==> config.mk <==
export PLATFORM = sky130hd
export DESIGN_NAME = raw_hazard_unit
export DESIGN_NICKNAME = d
export VERILOG_FILES = /design/src/rtl/hzd_pkg.sv /design/src/rtl/hzd_cmp.sv /design/src/rtl/hzd_ctrl.sv /design/src/rtl/raw_hazard_unit.sv
export SDC_FILE = /design/constraint.sdc
export NUM_CORES = 1
export LEC_CHECK = 0
export BUFFER_PORTS_ARGS = -buffer_cell sky130_fd_sc_hd__buf_2
export CORE_AREA = 2 2 39 41
export DETAILED_ROUTE_END_ITERATION = 8
export DIE_AREA = 0 0 41 43
export PLACE_DENSITY = 0.75
export SLEW_MARGIN = 40
export SYNTH_ARGS = -nofsm -noshare
export SYNTH_HDL_FRONTEND = slang
export SYNTH_HIERARCHICAL = 1
export SYNTH_SLANG_ARGS = --single-unit
==> constraint.sdc <==
create_clock -name vclk -period 1.1
set_input_delay 0.055 -clock vclk [all_inputs]
set_output_delay 0.055 -clock vclk [all_outputs]
set_load 0.005 [all_outputs]
==> src/rtl/hzd_pkg.sv <==
package hzd_pkg;

  // Operand source for one ALU input mux
  typedef enum logic [1:0] {
    SEL_RF  = 2'b00,
    SEL_MEM = 2'b01,
    SEL_WB  = 2'b10
  } fwdSel_e;

  // Strobes passed from the comparator datapath to the control for one source slot
  typedef struct packed {
    logic fromMem;   // execute source hits the memory-stage writer
    logic fromWb;    // execute source hits the writeback-stage writer
    logic loadUse;   // decode source hits a load sitting in execute
  } hitStrb_t;

endpackage

==> src/rtl/hzd_cmp.sv <==
module hzd_cmp #(
  parameter int AW   = 5,
  parameter int NSRC = 2
) (
  input  logic [NSRC*AW-1:0]          decSrc,
  input  logic [NSRC*AW-1:0]          exeSrc,
  input  logic [AW-1:0]               exeDst,
  input  logic                        exeWe,
  input  logic                        exeLoad,
  input  logic [AW-1:0]               memDst,
  input  logic                        memWe,
  input  logic [AW-1:0]               wbDst,
  input  logic                        wbWe,
  output hzd_pkg::hitStrb_t [NSRC-1:0] hits
);

  localparam logic [AW-1:0] ZERO_REG = '0;

  // A producer counts only when it writes, and register 0 is never a dependency
  genvar gi;
  generate
    for (gi = 0; gi < NSRC; gi++) begin : g_src
      logic [AW-1:0]     decReg;
      logic [AW-1:0]     exeReg;
      hzd_pkg::hitStrb_t slotHit;

      assign decReg = decSrc[gi*AW +: AW];
      assign exeReg = exeSrc[gi*AW +: AW];

      always_comb begin
        slotHit.fromMem = memWe && (memDst == exeReg) && (exeReg != ZERO_REG);
        slotHit.fromWb  = wbWe  && (wbDst  == exeReg) && (exeReg != ZERO_REG);
        slotHit.loadUse = exeWe && exeLoad && (exeDst == decReg) && (decReg != ZERO_REG);
      end

      assign hits[gi] = slotHit;
    end
  endgenerate

endmodule

==> src/rtl/hzd_ctrl.sv <==
module hzd_ctrl #(
  parameter int NSRC = 2
) (
  input  hzd_pkg::hitStrb_t [NSRC-1:0] hits,
  output logic [2*NSRC-1:0]            fwdSel,
  output logic                         holdFront,
  output logic                         insertBubble
);

  import hzd_pkg::*;

  // Newest producer wins; the register file is the fallback
  always_comb begin
    fwdSel    = '0;
    holdFront = 1'b0;
    for (int i = 0; i < NSRC; i++) begin
      if (hits[i].fromMem)     fwdSel[2*i +: 2] = SEL_MEM;
      else if (hits[i].fromWb) fwdSel[2*i +: 2] = SEL_WB;
      else                     fwdSel[2*i +: 2] = SEL_RF;
      holdFront = holdFront | hits[i].loadUse;
    end
  end

  // One empty slot enters execute while the front end waits
  always_comb insertBubble = holdFront;

endmodule

==> src/rtl/raw_hazard_unit.sv <==
module raw_hazard_unit #(
  parameter int AW   = 5,
  parameter int NSRC = 2
) (
  input  logic [NSRC*AW-1:0] decSrc,
  input  logic [NSRC*AW-1:0] exeSrc,
  input  logic [AW-1:0]      exeDst,
  input  logic               exeWe,
  input  logic               exeLoad,
  input  logic [AW-1:0]      memDst,
  input  logic               memWe,
  input  logic [AW-1:0]      wbDst,
  input  logic               wbWe,
  output logic [2*NSRC-1:0]  fwdSel,
  output logic               stallFront,
  output logic               bubbleEx
);

  hzd_pkg::hitStrb_t [NSRC-1:0] hits;

  hzd_cmp #(.AW(AW), .NSRC(NSRC)) cmp_i (
    .decSrc  (decSrc),
    .exeSrc  (exeSrc),
    .exeDst  (exeDst),
    .exeWe   (exeWe),
    .exeLoad (exeLoad),
    .memDst  (memDst),
    .memWe   (memWe),
    .wbDst   (wbDst),
    .wbWe    (wbWe),
    .hits    (hits)
  );

  hzd_ctrl #(.NSRC(NSRC)) ctrl_i (
    .hits         (hits),
    .fwdSel       (fwdSel),
    .holdFront    (stallFront),
    .insertBubble (bubbleEx)
  );

  // Per-source checks on the outputs against the stage contents
  genvar ga;
  generate
    for (ga = 0; ga < NSRC; ga++) begin : g_chk
      logic [AW-1:0] srcReg;
      logic [1:0]    selNow;
      assign srcReg = exeSrc[ga*AW +: AW];
      assign selNow = fwdSel[2*ga +: 2];

      always_comb begin
        p_sel_legal_r1: assert (selNow != 2'b11)
          else $error("select code 11 on source %0d", ga);
        if (srcReg == '0) begin
          p_zero_no_fwd_r5: assert (selNow == 2'b00)
            else $error("register 0 bypassed on source %0d", ga);
        end
        if (!memWe && !wbWe) begin
          p_no_we_no_fwd_r6: assert (selNow == 2'b00)
            else $error("bypass without any writer on source %0d", ga);
        end
        if (selNow == 2'b01) begin
          p_mem_sel_backed_r2: assert (memWe && memDst == srcReg)
            else $error("memory-stage select without a matching writer");
        end
        if (selNow == 2'b10) begin
          p_wb_sel_newest_r4: assert (wbWe && wbDst == srcReg && !(memWe && memDst == srcReg))
            else $error("writeback select while not the newest match");
        end
      end
    end
  endgenerate

  always_comb begin
    p_bubble_with_hold_r7: assert (bubbleEx == stallFront)
      else $error("bubble and hold disagree");
    if (stallFront) begin
      p_hold_needs_load_r8: assert (exeLoad && exeWe && exeDst != '0)
        else $error("hold raised without a writing load in execute");
    end
  end

endmodule

==> impl_summary.md <==
Status
The flow ran to the end, but the final reports show violations. The final reports fail on negative setup slack.

Floorplan
The total area inside the core boundary comes to 0.00138 mm². The floorplan step defined a die boundary enclosing 0.00176 mm². The count of standard-cell rows is 14. For this configuration, the core starts out at a cell density of 0.311.

From bottom edge to top edge, the die measures 43 µm. The horizontal die dimension is 41 µm. The top-level I/O count is 45.

Global routing
The first global-routing pass estimated 2.08 mm of wire. The number of antenna violations at the first check in global routing is 0. The number of global-route vias before repair is 591. The total congestion overflow is 0. For this run, the total global-route usage over all layers was measured as 0.162. The largest net degree at the start of global routing is 5.

Critical path
The worst setup path is launched from an input pin. Along the worst path, the maximum fanout reaches 2. STA classifies the critical path endpoint as a primary output. For the worst setup path, the data required time is 1040 ps. The worst endpoint data arrival time is 1270 ps.

The worst setup path is of the in -> out kind.

Placed design
The final HPWL from detailed placement is 1.30 mm. During placement, the flow inserted port buffers numbering 45. The post-place instance area is 773 µm². The last weighted congestion value of the routability-driven placer is 0.777. At the placement stage, the worst setup path has a slack of -184 ps.

Synthesis
The count of warnings emitted by yosys is 6. The number of nets in the synthesized netlist is 98. The average instance in the mapped netlist occupies 7.30 µm². The cell count after synthesis is 59. By count the netlist is led by xnor2_1 (18), xor2_1 (10), nor4_1 (6). The share of the synthesized area in the top cell type is 0.366.

xnor2_1 takes more of the synthesized area than any other cell. The part of the Yosys area used for sequential elements is 0. The post-synth design cell area is 430 µm². Yosys attributes the largest share of cell area to xnor2_1 (37%), xor2_1 (20%), nor4_1 (8.7%). The synthesized netlist contains 13 unique library cells. In the post-synthesis netlist, the cell with the most instances is xnor2_1.

Route
The number of remaining DRC errors is 0. Summed over all layers, the routed wires come to 1.65 mm. The total iterations of the first detailed-routing run is 3. The via count is 662. The detailed router finished its first iteration with 4 violations. Using the TritonRoute via totals, the vias-per-cell ratio works out to 4.94. Dividing the detail-routed wire length by the instance count gives 12.3 µm. The remaining number of nets flagged by the antenna check after routing is 0.

Power and ir drop
The clock network power share is 0. Cell internal power was estimated by the tool at 0.000186 W. The total power density per cell area is 357 mW/mm². In this run the static leakage power is 0.423 nW. Of the total power, combinational logic draws 1.000. Of the total power, the share spent switching nets is 0.417. The worst-case IR drop observed on VDD is 0.185 mV. In this run the power spent charging and discharging nets is 0.000133 W. Of the total power, registers draw 0.

STA
At the pin with the least slew margin, the transition time is 258 ps. Setup repair after global routing could not meet its margin everywhere. The worst setup margin is -223 ps. The final setup violation count is 4.

For this run, the top clock speed supported by timing is 756 MHz. The final hold violation count is 0. The count of final max-slew check failures came to 0. Hold is met by 473 ps. In the finished design, the share of the clock period the worst path needs comes to 1.20. The tightest slew margin relative to the limit is 0.827. The smallest clock period supported by the final layout is computed as 1320 ps. In the final timing run, aggregate negative setup slack is -546 ps.

Final layout
The layout sequential cell count is 0. Compared with the post-synthesis result, the final layout area differs by 107%. The area of all placed cells without fillers is 892 µm². The number of inserted filler cells in the final layout is 115.

The number of diodes is 0. For this run, the post-layout net count is 159. The clock buffers instantiated in the layout total 0. The area taken by flip-flops and latches is 0 µm².

The fraction of layout instances using a drive strength above 1 is 0.627.

Clock tree
The number of hold buffers added after CTS was 0.

Run
The max-cap check violation count is 0.

Hold path
The class of the worst hold path is in -> out.
[cell usage in the layout, fill, tap and decap left out, types with 3 or more instances in the layout]
master   netlist  layout
buf_2          0      38
buf_4          3      17
xnor2_1       18      16
xor2_1        10      10
buf_6          0       7
nand4_1        4       4
nor4_1         6       3
or4_4          0       3
nor4_2         0       3
[kinds of logic after synthesis]
group                     Yosys count  synth area share
buffers and inverters               3            0.0523
xor gates and xnor gates           28             0.570
and+or+nand+nor                    26             0.355
AOI/OAI and AO/OA                   2            0.0233
[final timing paths]
path	startpoint	to	slack, ps	cells after the start
setup / recovery	exeDst[3]	bubbleEx	-220	6
hold / removal	memWe	fwdSel[2]	470	4
[layer usage]
layer  up-vias  global-route usage  wire, µm
met5         -                   0         0
met4         0                   0         0
met3         0             0.00524       138
met2        36               0.363       974
met1       299               0.142       537
li1        327                   -         -
[through the flow]
stage               total power [W]  utilization  cells
global placement           0.000263        0.559    133
finish                     0.000319        0.645    134
global route               0.000344        0.645    134
detailed placement         0.000270        0.559    133
floorplan                  0.000106            -     59
CTS                        0.000293        0.602    134
[timing repair]
| action | CTS | global route |
|---|---|---|
| setup endpoints to repair | 5 | 6 |
| buffers inserted | 1 | 0 |
| pin swaps | 9 | 7 |
| gates resized for setup | 10 | 11 |
[worst max-delay path, cell delays in order]
cell and delay, ps:
buf_6 100, or4_4 520, a21oi_2 170, nor4_2 50, or2_1 240, buf_2 140
[power groups by stage]
stage / clock network, W / logic [W] / registers (W)
CTS: 0 / 0.000293 / 0
global route: 0 / 0.000344 / 0
global placement: 0 / 0.000263 / 0
floorplan: 0 / 0.000106 / 0
detailed placement: 0 / 0.000270 / 0
finish: 0 / 0.000319 / 0
[cell type report]
class | instances | area, µm² | share of cell area
tap | 16 | 20.0 | 0.0224
timing repair buffer | 62 | 397 | 0.445
multi-input combinational | 56 | 475 | 0.533
Note: power is estimated with default switching activity, not from simulation.
